$ cat src/rtl/jtag_dbg_pkg.sv
package jtag_dbg_pkg;

    typedef enum logic [3:0] {
        ST_TLR, ST_RTI, ST_SEL_DR, ST_CAP_DR, ST_SH_DR, ST_EX1_DR, ST_PA_DR, ST_EX2_DR,
        ST_UPD_DR, ST_SEL_IR, ST_CAP_IR, ST_SH_IR, ST_EX1_IR, ST_PA_IR, ST_EX2_IR, ST_UPD_IR
    } tap_state_e;

    typedef enum logic [1:0] {
        PH_IDLE, PH_READ, PH_WRITE
    } bus_phase_e;

    localparam int IR_W = 4;

    localparam logic [IR_W-1:0] INS_EXTEST   = 4'd0;
    localparam logic [IR_W-1:0] INS_IDCODE   = 4'd1;
    localparam logic [IR_W-1:0] INS_SAMPLE   = 4'd2;
    localparam logic [IR_W-1:0] INS_DMI_ADDR = 4'd5;
    localparam logic [IR_W-1:0] INS_DMI_RD   = 4'd6;
    localparam logic [IR_W-1:0] INS_DMI_WRRD = 4'd7;
    localparam logic [IR_W-1:0] INS_WB_ADDR  = 4'd8;
    localparam logic [IR_W-1:0] INS_WB_RD    = 4'd9;
    localparam logic [IR_W-1:0] INS_WB_WRRD  = 4'd10;

endpackage

$ cat src/rtl/jtag_tap_fsm.sv
module jtag_tap_fsm
    import jtag_dbg_pkg::*;
(
    input  logic       tck,
    input  logic       trst_n,
    input  logic       tms,
    output tap_state_e state_o
);

    tap_state_e state_d, state_q;

    always_comb begin
        state_d = state_q;
        unique case (state_q)
            ST_TLR:    state_d = tms ? ST_TLR    : ST_RTI;
            ST_RTI:    state_d = tms ? ST_SEL_DR : ST_RTI;
            ST_SEL_DR: state_d = tms ? ST_SEL_IR : ST_CAP_DR;
            ST_CAP_DR: state_d = tms ? ST_EX1_DR : ST_SH_DR;
            ST_SH_DR:  state_d = tms ? ST_EX1_DR : ST_SH_DR;
            ST_EX1_DR: state_d = tms ? ST_UPD_DR : ST_PA_DR;
            ST_PA_DR:  state_d = tms ? ST_EX2_DR : ST_PA_DR;
            ST_EX2_DR: state_d = tms ? ST_UPD_DR : ST_SH_DR;
            ST_UPD_DR: state_d = tms ? ST_SEL_DR : ST_RTI;
            ST_SEL_IR: state_d = tms ? ST_TLR    : ST_CAP_IR;
            ST_CAP_IR: state_d = tms ? ST_EX1_IR : ST_SH_IR;
            ST_SH_IR:  state_d = tms ? ST_EX1_IR : ST_SH_IR;
            ST_EX1_IR: state_d = tms ? ST_UPD_IR : ST_PA_IR;
            ST_PA_IR:  state_d = tms ? ST_EX2_IR : ST_PA_IR;
            ST_EX2_IR: state_d = tms ? ST_UPD_IR : ST_SH_IR;
            ST_UPD_IR: state_d = tms ? ST_SEL_DR : ST_RTI;
            default:   state_d = ST_TLR;
        endcase
    end

    always_ff @(posedge tck or negedge trst_n) begin
        if (!trst_n) state_q <= ST_TLR;
        else         state_q <= state_d;
    end

    assign state_o = state_q;

endmodule

$ cat src/rtl/dbg_bus_port.sv
module dbg_bus_port
    import jtag_dbg_pkg::*;
#(
    parameter int AW = 8,
    parameter int DW = 64
) (
    input  logic          clk,
    input  logic          rst_n,
    input  logic          start_rd,
    input  logic          start_wrrd,
    input  logic [AW-1:0] addr_i,
    input  logic [DW-1:0] wdata_i,
    output logic          req_o,
    output logic          we_o,
    output logic [AW-1:0] addr_o,
    output logic [DW-1:0] wdata_o,
    input  logic [DW-1:0] rdata_i,
    input  logic          ack_i,
    output logic [DW-1:0] result_o
);

    typedef struct packed {
        bus_phase_e    phase;
        logic          wrrd;
        logic [AW-1:0] addr;
        logic [DW-1:0] wdata;
        logic [DW-1:0] result;
    } port_regs_t;

    port_regs_t r_d, r_q;

    always_comb begin
        r_d = r_q;
        unique case (r_q.phase)
            PH_IDLE: begin
                if (start_rd || start_wrrd) begin
                    r_d.phase = PH_READ;
                    r_d.wrrd  = start_wrrd;
                    r_d.addr  = addr_i;
                    r_d.wdata = wdata_i;
                end
            end
            PH_READ: begin
                if (ack_i) begin
                    r_d.result = rdata_i;
                    r_d.phase  = r_q.wrrd ? PH_WRITE : PH_IDLE;
                end
            end
            PH_WRITE: begin
                if (ack_i) r_d.phase = PH_IDLE;
            end
            default: r_d.phase = PH_IDLE;
        endcase
    end

    always_ff @(posedge clk or negedge rst_n) begin
        if (!rst_n) r_q <= '{phase: PH_IDLE, default: '0};
        else        r_q <= r_d;
    end

    assign req_o    = (r_q.phase != PH_IDLE);
    assign we_o     = (r_q.phase == PH_WRITE);
    assign addr_o   = r_q.addr;
    assign wdata_o  = r_q.wdata;
    assign result_o = r_q.result;

endmodule

$ cat src/rtl/jtag_dbg_bridge.sv
module jtag_dbg_bridge
    import jtag_dbg_pkg::*;
#(
    parameter int          DMI_AW     = 8,
    parameter int          DMI_DW     = 64,
    parameter int          WB_AW      = 16,
    parameter int          WB_DW      = 16,
    parameter int          BS_LEN     = 8,
    parameter logic [31:0] IDCODE_VAL = 32'h0000_18FF
) (
    input  logic              tck,
    input  logic              trst_n,
    input  logic              tms,
    input  logic              tdi,
    output logic              tdo,
    output logic              dmi_req,
    output logic              dmi_we,
    output logic [DMI_AW-1:0] dmi_addr,
    output logic [DMI_DW-1:0] dmi_wdata,
    input  logic [DMI_DW-1:0] dmi_rdata,
    input  logic              dmi_ack,
    output logic              wb_cyc,
    output logic              wb_stb,
    output logic              wb_we,
    output logic [WB_AW-1:0]  wb_adr,
    output logic [WB_DW-1:0]  wb_dat_o,
    input  logic [WB_DW-1:0]  wb_dat_i,
    input  logic              wb_ack
);

    localparam int W_A   = (DMI_DW > 32) ? DMI_DW : 32;
    localparam int W_B   = (W_A > WB_DW) ? W_A : WB_DW;
    localparam int W_C   = (W_B > BS_LEN) ? W_B : BS_LEN;
    localparam int W_D   = (W_C > WB_AW) ? W_C : WB_AW;
    localparam int DR_W  = (W_D > DMI_AW) ? W_D : DMI_AW;
    localparam int DR_IW = $clog2(DR_W);

    typedef struct packed {
        logic [IR_W-1:0]   ir_sr;
        logic [IR_W-1:0]   ir;
        logic [DR_W-1:0]   dr_sr;
        logic [DMI_AW-1:0] dmi_addr;
        logic [WB_AW-1:0]  wb_addr;
        logic [BS_LEN-1:0] bs;
    } tap_regs_t;

    tap_regs_t r_d, r_q;
    tap_state_e tap_state;
    logic [IR_W-1:0] ir_cur;

    logic dmi_go_rd, dmi_go_wrrd, wb_go_rd, wb_go_wrrd;
    logic [DMI_DW-1:0] dmi_result;
    logic [WB_DW-1:0]  wb_result;
    logic              wb_req;
    logic [DR_IW-1:0]  shift_top;

    function automatic int dr_len(input logic [IR_W-1:0] ins);
        case (ins)
            INS_IDCODE:               return 32;
            INS_DMI_ADDR:             return DMI_AW;
            INS_DMI_RD, INS_DMI_WRRD: return DMI_DW;
            INS_WB_ADDR:              return WB_AW;
            INS_WB_RD, INS_WB_WRRD:   return WB_DW;
            INS_EXTEST, INS_SAMPLE:   return BS_LEN;
            default:                  return 1;
        endcase
    endfunction

    jtag_tap_fsm u_fsm (
        .tck     (tck),
        .trst_n  (trst_n),
        .tms     (tms),
        .state_o (tap_state)
    );

    assign shift_top = DR_IW'(dr_len(r_q.ir) - 1);

    always_comb begin
        r_d         = r_q;
        dmi_go_rd   = 1'b0;
        dmi_go_wrrd = 1'b0;
        wb_go_rd    = 1'b0;
        wb_go_wrrd  = 1'b0;
        unique case (tap_state)
            ST_TLR:    r_d.ir = INS_IDCODE;
            ST_CAP_IR: r_d.ir_sr = IR_W'(1);
            ST_SH_IR:  r_d.ir_sr = {tdi, r_q.ir_sr[IR_W-1:1]};
            ST_UPD_IR: r_d.ir = r_q.ir_sr;
            ST_CAP_DR: begin
                r_d.dr_sr = '0;
                case (r_q.ir)
                    INS_IDCODE:               r_d.dr_sr[31:0] = IDCODE_VAL;
                    INS_DMI_ADDR:             r_d.dr_sr[DMI_AW-1:0] = r_q.dmi_addr;
                    INS_DMI_RD, INS_DMI_WRRD: r_d.dr_sr[DMI_DW-1:0] = dmi_result;
                    INS_WB_ADDR:              r_d.dr_sr[WB_AW-1:0] = r_q.wb_addr;
                    INS_WB_RD, INS_WB_WRRD:   r_d.dr_sr[WB_DW-1:0] = wb_result;
                    INS_EXTEST, INS_SAMPLE:   r_d.dr_sr[BS_LEN-1:0] = r_q.bs;
                    default:                  r_d.dr_sr = '0;
                endcase
            end
            ST_SH_DR: begin
                r_d.dr_sr = r_q.dr_sr >> 1;
                r_d.dr_sr[shift_top] = tdi;
            end
            ST_UPD_DR: begin
                case (r_q.ir)
                    INS_DMI_ADDR:           r_d.dmi_addr = r_q.dr_sr[DMI_AW-1:0];
                    INS_DMI_RD:             dmi_go_rd = 1'b1;
                    INS_DMI_WRRD:           dmi_go_wrrd = 1'b1;
                    INS_WB_ADDR:            r_d.wb_addr = r_q.dr_sr[WB_AW-1:0];
                    INS_WB_RD:              wb_go_rd = 1'b1;
                    INS_WB_WRRD:            wb_go_wrrd = 1'b1;
                    INS_EXTEST, INS_SAMPLE: r_d.bs = r_q.dr_sr[BS_LEN-1:0];
                    default: ;
                endcase
            end
            default: ;
        endcase
    end

    always_ff @(posedge tck or negedge trst_n) begin
        if (!trst_n) r_q <= '{ir: INS_IDCODE, default: '0};
        else         r_q <= r_d;
    end

    dbg_bus_port #(.AW(DMI_AW), .DW(DMI_DW)) u_dmi (
        .clk        (tck),
        .rst_n      (trst_n),
        .start_rd   (dmi_go_rd),
        .start_wrrd (dmi_go_wrrd),
        .addr_i     (r_q.dmi_addr),
        .wdata_i    (r_q.dr_sr[DMI_DW-1:0]),
        .req_o      (dmi_req),
        .we_o       (dmi_we),
        .addr_o     (dmi_addr),
        .wdata_o    (dmi_wdata),
        .rdata_i    (dmi_rdata),
        .ack_i      (dmi_ack),
        .result_o   (dmi_result)
    );

    dbg_bus_port #(.AW(WB_AW), .DW(WB_DW)) u_wb (
        .clk        (tck),
        .rst_n      (trst_n),
        .start_rd   (wb_go_rd),
        .start_wrrd (wb_go_wrrd),
        .addr_i     (r_q.wb_addr),
        .wdata_i    (r_q.dr_sr[WB_DW-1:0]),
        .req_o      (wb_req),
        .we_o       (wb_we),
        .addr_o     (wb_adr),
        .wdata_o    (wb_dat_o),
        .rdata_i    (wb_dat_i),
        .ack_i      (wb_ack),
        .result_o   (wb_result)
    );

    assign wb_cyc = wb_req;
    assign wb_stb = wb_req;
    assign ir_cur = r_q.ir;

    assign tdo = (tap_state == ST_SH_IR) ? r_q.ir_sr[0] :
                 (tap_state == ST_SH_DR) ? r_q.dr_sr[0] : 1'b0;

endmodule

$ cat config.mk
export PLATFORM = sky130hd
export DESIGN_NAME = jtag_dbg_bridge
export DESIGN_NICKNAME = d
export VERILOG_FILES = /design/src/rtl/jtag_dbg_pkg.sv /design/src/rtl/jtag_tap_fsm.sv /design/src/rtl/dbg_bus_port.sv /design/src/rtl/jtag_dbg_bridge.sv
export SDC_FILE = /design/constraint.sdc
export NUM_CORES = 1
export LEC_CHECK = 0
export BUFFER_PORTS_ARGS = -buffer_cell sky130_fd_sc_hd__buf_2
export CAP_MARGIN = 0
export CORE_MARGIN = 2
export CORE_UTILIZATION = 30
export CTS_CLUSTER_SIZE = 24
export DETAILED_ROUTE_END_ITERATION = 16
export PLACE_DENSITY = 0.48
export SYNTH_ARGS = -nofsm -noshare
export SYNTH_HDL_FRONTEND = slang
export SYNTH_SLANG_ARGS = --single-unit
$ cat constraint.sdc
create_clock -name tck -period 7.4 [get_ports tck]
set_input_delay 0.37 -clock tck [delete_from_list [all_inputs] [get_ports tck]]
set_output_delay 0.37 -clock tck [all_outputs]
set_load 0.01 [all_outputs]
==> flow_metrics.env, run 1 <==
export IMPL_critPathMaxFanout=26
export IMPL_fin_nets=1226
export IMPL_fin_worst_skew_ns=0.0140
export IMPL_slew_violations=0
export IMPL_cellPowerDensity_nw_per_um2=324
export IMPL_cts_root_buf="clkbuf_16"
export IMPL_fp_dieH_um=216
export IMPL_postSynthCellCount=1064
export IMPL_post_drt_wl_per_cell_um=20.5
export IMPL_path_clk_slew_ns=0.06
export IMPL_p_sw_w=0.00162
export IMPL_final_cell_mix="dfrtp_1, buf_2, mux2_2, inv_1, a222oi_1"
export IMPL_fin_tns_setup_ns=0
export IMPL_areaGrowthSynthToFinish_pct=13.7
export IMPL_setup_slack_ns=3.80
export IMPL_fin_crit_sh_pct=48.7
export IMPL_maxCapViolations=0
export IMPL_synth_ff_type="dfrtp_1"
export IMPL_post_place_ws_ns=3.84
export IMPL_outcome="finished clean"
export IMPL_yosysUniqueCellTypes=58
export IMPL_cp_required_ns=7.85
export IMPL_switching_share_pct=32.6
export IMPL_multi_input_area_sq_um=4780
export IMPL_synth_top_area_share_pct=55.1
export IMPL_clock_sinks=298
export IMPL_hp_class="input port to flop"
export IMPL_period_minus_slack_ns=3.60
export IMPL_worstMarginPinSlew_ns=1.06
export IMPL_ioPinCount=196
export IMPL_cts_tree="done"
export IMPL_firstDrtPassIters=6
export IMPL_die_w_um=216
export IMPL_final_layout_size_suffix_gt1_share_pct=41.7
export IMPL_insertion_delay_ns=0.53
export IMPL_gp_congestion=0.784
export IMPL_grt_pass1_wl_um=55500
export IMPL_syn_cell_area_sq_um=13500
export IMPL_fmax_mhz=277
export IMPL_ys_top_cells_by_area="dfrtp_1, mux2_2, buf_4, mux2_4, a222oi_1"
export IMPL_crit_path_start_kind="flop"
export IMPL_routed_wl_um=36000
export IMPL_cts_buffers=35
export IMPL_syn_num_nets=1151
export IMPL_antenna_found_initial=6
export IMPL_cp_end_kind="flop"
export IMPL_share_comb_of_total_power_pct=20.7
export IMPL_synth_edf_count=0
export IMPL_worst_ep_arrival_time_ns=4.06
export IMPL_yosys_area_top_type="dfrtp_1"
export IMPL_num_vias=8593
export IMPL_async_reset_ff_share_pct=100
export IMPL_ir_worst_vdd_mv=0.134
export IMPL_synth_area_per_cell_sq_um=12.7
export IMPL_final_core_util_pct=34.6
export IMPL_critical_path_class="flop to flop"
export IMPL_postCtsSetupRepairBufs=0
export IMPL_grt_max_degree=106
export IMPL_h_tree_depth=2
export IMPL_clockBufferDepth=3
export IMPL_synth_seq_cells=298
export IMPL_hold_viol_final=0
export IMPL_post_dp_hpwl_um=23900
export IMPL_slew_headroom_pct=29.1
export IMPL_ant_nets=0
export IMPL_die_area_sq_um=46700
export IMPL_drc_errors=0
export IMPL_vias_per_cell=4.89
export IMPL_clkPwrFrac_pct=33.1
export IMPL_final_common_cell="dfrtp_1"
export IMPL_grt_pass1_vias=8786
export IMPL_power_internal_w=0.00335
export IMPL_grt_ovfl_total=0
export IMPL_num_fill_cells=4452
export IMPL_fp_row_count=77
export IMPL_core_area_sq_um=44300
export IMPL_register_area_sq_um=7460
export IMPL_ys_seq_area_share_pct=55.3
export IMPL_grt_usage_pct=15.5
export IMPL_setup_viol=0
export IMPL_drt_initial_drc_count=702
export IMPL_port_buffers=195
export IMPL_start_util_pct=30.4
export IMPL_yosys_warnings=0
export IMPL_rsz0062_at_grt="no"
export IMPL_power_frac_seq_pct=46.2
export IMPL_p_leak_nw=7.85
==> final timing paths <==
check	start	endpoint	slack, ns	cells past startpoint
worst min-delay path	wb_ack	u_wb.r_q[49]$_DFFE_PN0P_	0.05	2
worst max register to register	ir_cur[0]$_DFFE_PN1P_	r_q[79]$_DFFE_PN0P_	3.80	8
worst min register to register	u_dmi.result_o[58]$_DFFE_PN0P_	r_q[90]$_DFFE_PN0P_	0.47	2
max in group asynchronous	trst_n	u_dmi.wdata_o[62]$_DFFE_PN0P_	5.36	3
min in group asynchronous	trst_n	u_wb.r_q[50]$_DFFE_PN0P_	0.47	2
worst max-delay path	ir_cur[0]$_DFFE_PN1P_	r_q[79]$_DFFE_PN0P_	3.80	8
==> critical path, stage by stage (launching register included) <==
cell and delay [ns]:
dfstp_2 0.81, nor2b_1 0.68, a21oi_1 0.15, or2_2 0.31, ha_1 0.30, nor3_1 0.63
nor4_1 0.16, mux2_2 0.31, a31oi_1 0.17
==> what timing repair did <==
| item | 4_1_cts | 5_1_grt |
|---|---|---|
| hold buffers | 1 | 0 |
| endpoints found under the setup margin | 0 | 0 |
| hold endpoints to repair | 102 | 0 |
| resized for setup | 0 | 0 |
==> registers in the layout, summed over array words and instances (netlist names), 8 cells and up <==
register        flops
u_wb.result_o      16
u_wb.addr_o        16
u_dmi.result_o     64
u_dmi.wdata_o      64
r_q               100
u_dmi.addr_o        8
u_wb.wdata_o       16
==> per-stage QoR <==
step | total power, W | area (sq um) | hold WS, ns | instances
2_1_floorplan | 0.00295 | 13500 | 0.0744 | 1064
5_1_grt | 0.00528 | 15300 | 0.0429 | 1755
4_1_cts | 0.00505 | 15300 | 0.0270 | 1754
3_5_place_dp | 0.00337 | 14200 | 0.464 | 1693
3_3_place_gp | 0.00334 | 14200 | 0.457 | 1693
6_report | 0.00498 | 15300 | 0.0521 | 1756
==> Yosys cell counts (3+ instances only) <==
master,instances
a211o_1,3
buf_1,6
o211ai_1,6
buf_6,5
nand3_1,11
o21ai_0,28
or2_2,5
clkbuf_1,44
inv_1,49
o31ai_1,3
mux2_2,181
nand2_1,23
buf_2,10
o2bb2ai_1,5
mux2_4,35
mux2i_1,13
a221oi_1,10
a22o_1,4
dfrtp_1,297
o22ai_1,13
a2bb2oi_1,3
a221o_1,5
and3_1,4
a31oi_1,3
nor2b_1,10
a32oi_1,3
nand4_1,3
a222oi_1,38
nor2_1,33
nand2b_1,8
nor3_1,12
a21oi_1,35
a22oi_1,16
buf_4,105
==> power by group through the flow <==
| stage | combinational [W] | clock [W] | sequential [W] |
|---|---|---|---|
| floorplan | 0.000828 | 0 | 0.00212 |
| global placement | 0.00102 | 0 | 0.00232 |
| detailed placement | 0.00104 | 0 | 0.00233 |
| CTS | 0.00104 | 0.00171 | 0.00230 |
| global route | 0.00116 | 0.00177 | 0.00235 |
| finish | 0.00103 | 0.00165 | 0.00230 |
==> per-layer routing <==
layer	wire length [um]	GRT usage, %
met5	56	0
met4	633	3.58
met3	2380	4.59
met2	16200	23.5
met1	16800	21.8
==> layout make-up <==
class	count	area share (%)
flip-flops and latches	298	48.6
multi-input cells	545	31.2
repair buffers	208	7.08
clock buffers	53	6.54
well taps	592	4.83
inverters	51	1.25
clock inverters	7	0.457
diodes	2	0.0326
==> kinds of logic after synthesis <==
logic type	share of synthesized area (%)
adders and majority gates	0.0927
and+or+nand+nor	4.94
DFF	55.3
xor gates and xnor gates	0.0649
muxes	20.0
buffers and inverters	9.44
AOI/OAI and AO/OA	10.2
Note: power is estimated with default switching activity, not from simulation.
==> inputs of run 2 (changes only) <==
- PLACE_DENSITY: 0.48 -> 0.5
- clock period: 7.4 -> 3.3 ns (I/O delays scaled with it)
==> flow_metrics.env, run 2 (synthesis gave the netlist of run 1 again) <==
export IMPL_p_total_w=0.0116
export IMPL_period_minus_slack_ns=2.84
export IMPL_worst_ep_arrival_time_ns=3.27
export IMPL_gp_congestion=0.800
export IMPL_power_frac_seq_pct=43.8
export IMPL_fin_tns_setup_ns=0
export IMPL_fin_nets=1329
export IMPL_drc_errors=0
export IMPL_fmax_mhz=352
export IMPL_worstMarginPinSlew_ns=0.980
export IMPL_h_tree_depth=2
export IMPL_die_w_um=216
export IMPL_grt_ovfl_total=0
export IMPL_grt_usage_pct=15.7
export IMPL_num_fill_cells=4340
export IMPL_areaGrowthSynthToFinish_pct=22.0
export IMPL_post_drt_wl_per_cell_um=19.6
export IMPL_routed_wl_um=36400
export IMPL_slew_violations=0
export IMPL_grt_max_degree=84
export IMPL_final_core_util_pct=37.1
export IMPL_port_buffers=195
export IMPL_power_internal_w=0.00784
export IMPL_setup_viol=0
export IMPL_postCtsResizedCells=0
export IMPL_post_dp_hpwl_um=24000
export IMPL_grt_pass1_vias=9418
export IMPL_crit_path_start_kind="flop"
export IMPL_register_area_sq_um=7460
export IMPL_antenna_found_initial=1
export IMPL_share_comb_of_total_power_pct=22.1
export IMPL_slew_headroom_pct=34.5
export IMPL_insertion_delay_ns=0.55
export IMPL_vias_per_cell=4.87
export IMPL_core_area_sq_um=44300
export IMPL_rsz0062_at_grt="no"
export IMPL_fp_dieH_um=216
export IMPL_die_area_sq_um=46700
export IMPL_outcome="finished clean"
export IMPL_cts_root_buf="clkbuf_16"
export IMPL_p_leak_nw=8.36
export IMPL_post_dp_cell_area_sq_um=14400
export IMPL_fin_worst_skew_ns=0.0214
export IMPL_cp_end_kind="flop"
export IMPL_drt_initial_drc_count=637
export IMPL_firstDrtPassIters=7
export IMPL_post_place_ws_ns=0.476
export IMPL_antennaDiodeCount=0
export IMPL_final_layout_size_suffix_gt1_share_pct=40.3
export IMPL_ant_nets=0
export IMPL_ioPinCount=196
export IMPL_multi_input_area_sq_um=4780
export IMPL_num_vias=9054
export IMPL_p_sw_w=0.00374
export IMPL_switching_share_pct=32.3
export IMPL_clock_sinks=298
export IMPL_cellPowerDensity_nw_per_um2=704
export IMPL_final_cell_mix="dfrtp_1, buf_2, mux2_2, dlygate4sd3_1, inv_1"
export IMPL_critical_path_class="flop to flop"
export IMPL_clkPwrFrac_pct=34.1
export IMPL_critPathMaxFanout=10
export IMPL_cts_tree="done"
export IMPL_fp_row_count=77
export IMPL_grt_pass1_wl_um=56700
export IMPL_cts_buffers=36
export IMPL_setup_slack_ns=0.457
export IMPL_clockBufferDepth=3
export IMPL_final_common_cell="dfrtp_1"
export IMPL_fin_crit_sh_pct=86.2
export IMPL_ir_worst_vdd_mv=0.382
export IMPL_hp_class="input port to async pin"
export IMPL_cp_required_ns=3.73
export IMPL_maxCapViolations=0
export IMPL_path_clk_slew_ns=0.06
export IMPL_finalInstanceArea_sq_um=16500
export IMPL_start_util_pct=30.4
export IMPL_largest_register="r_q"
export IMPL_largest_reg_flops=100
export IMPL_hold_viol_final=0
## run 2: cell types whose count changed in the layout (fill, tap and decap cells not counted), sizes merged
cell / previous run / this run
buf: 207 / 225
bufinv: 1 / 2
clkbuf: 53 / 51
clkinv: 6 / 7
clkinvlp: 1 / 2
diode: 2 / 0
dlygate4sd3: 1 / 85
inv: 50 / 52
## run 2: stage by stage
stage | std cells | hold slack [ns]
6_report | 1859 | 0.204
5_1_grt | 1859 | 0.271
4_1_cts | 1859 | 0.245
3_5_place_dp | 1711 | 0.219
3_3_place_gp | 1711 | 0.228
2_1_floorplan | 1064 | -0.131
## run 2: area by class of cell
| cell class | instances | area share (%) |
|---|---|---|
| Clock buffer | 51 | 6.37 |
| Clock inverter | 12 | 0.791 |
| Inverter | 51 | 1.16 |
| Multi-Input combinational cell | 545 | 29.0 |
| Sequential cell | 298 | 45.3 |
| Tap cell | 592 | 4.50 |
| Timing Repair Buffer | 310 | 12.8 |
## run 2: repair_timing
action                                  CTS  global route
hold buffers                             85             0
setup buffers                             0             0
endpoints found under the hold margin   166             0
endpoints found under the setup margin    0             0
## run 2: layer usage
layer	track usage, %	wire (um)
met5	0	11
met4	4.41	821
met3	3.86	2220
met2	24.7	16700
met1	21.6	16700
## run 2: power groups by stage
stage                     Sequential [W]  Combinational (W)  Clock (W)
after detailed placement         0.00514            0.00248          0
final                            0.00507            0.00256    0.00395
after floorplan                  0.00475            0.00186          0
after global placement           0.00512            0.00244          0
after global routing             0.00517            0.00284    0.00426
after CTS                        0.00507            0.00257    0.00409
## run 2: worst max-delay path, stage by stage, from the launching register on
cell,delay (ns)
dfstp_2,0.63
nor2b_1,0.20
a21oi_1,0.09
or2_2,0.29
ha_1,0.42
inv_1,0.15
or3_1,0.37
mux2_2,0.28
a221oi_1,0.23
nor2_1,0.07
## run 2: final timing paths
kind	slack, ns	cells after the start	from	end
worst max register to register	0.46	9	ir_cur[0]$_DFFE_PN1P_	r_q[71]$_DFFE_PN0P_
worst min register to register	0.47	2	u_dmi.result_o[37]$_DFFE_PN0P_	r_q[69]$_DFFE_PN0P_
max in group asynchronous	2.21	3	trst_n	u_dmi.result_o[36]$_DFFE_PN0P_
worst min-delay path	0.20	2	trst_n	u_wb.result_o[13]$_DFFE_PN0P_
min in group tck	0.38	3	dmi_rdata[13]	u_dmi.result_o[13]$_DFFE_PN0P_
worst max-delay path	0.46	9	ir_cur[0]$_DFFE_PN1P_	r_q[71]$_DFFE_PN0P_
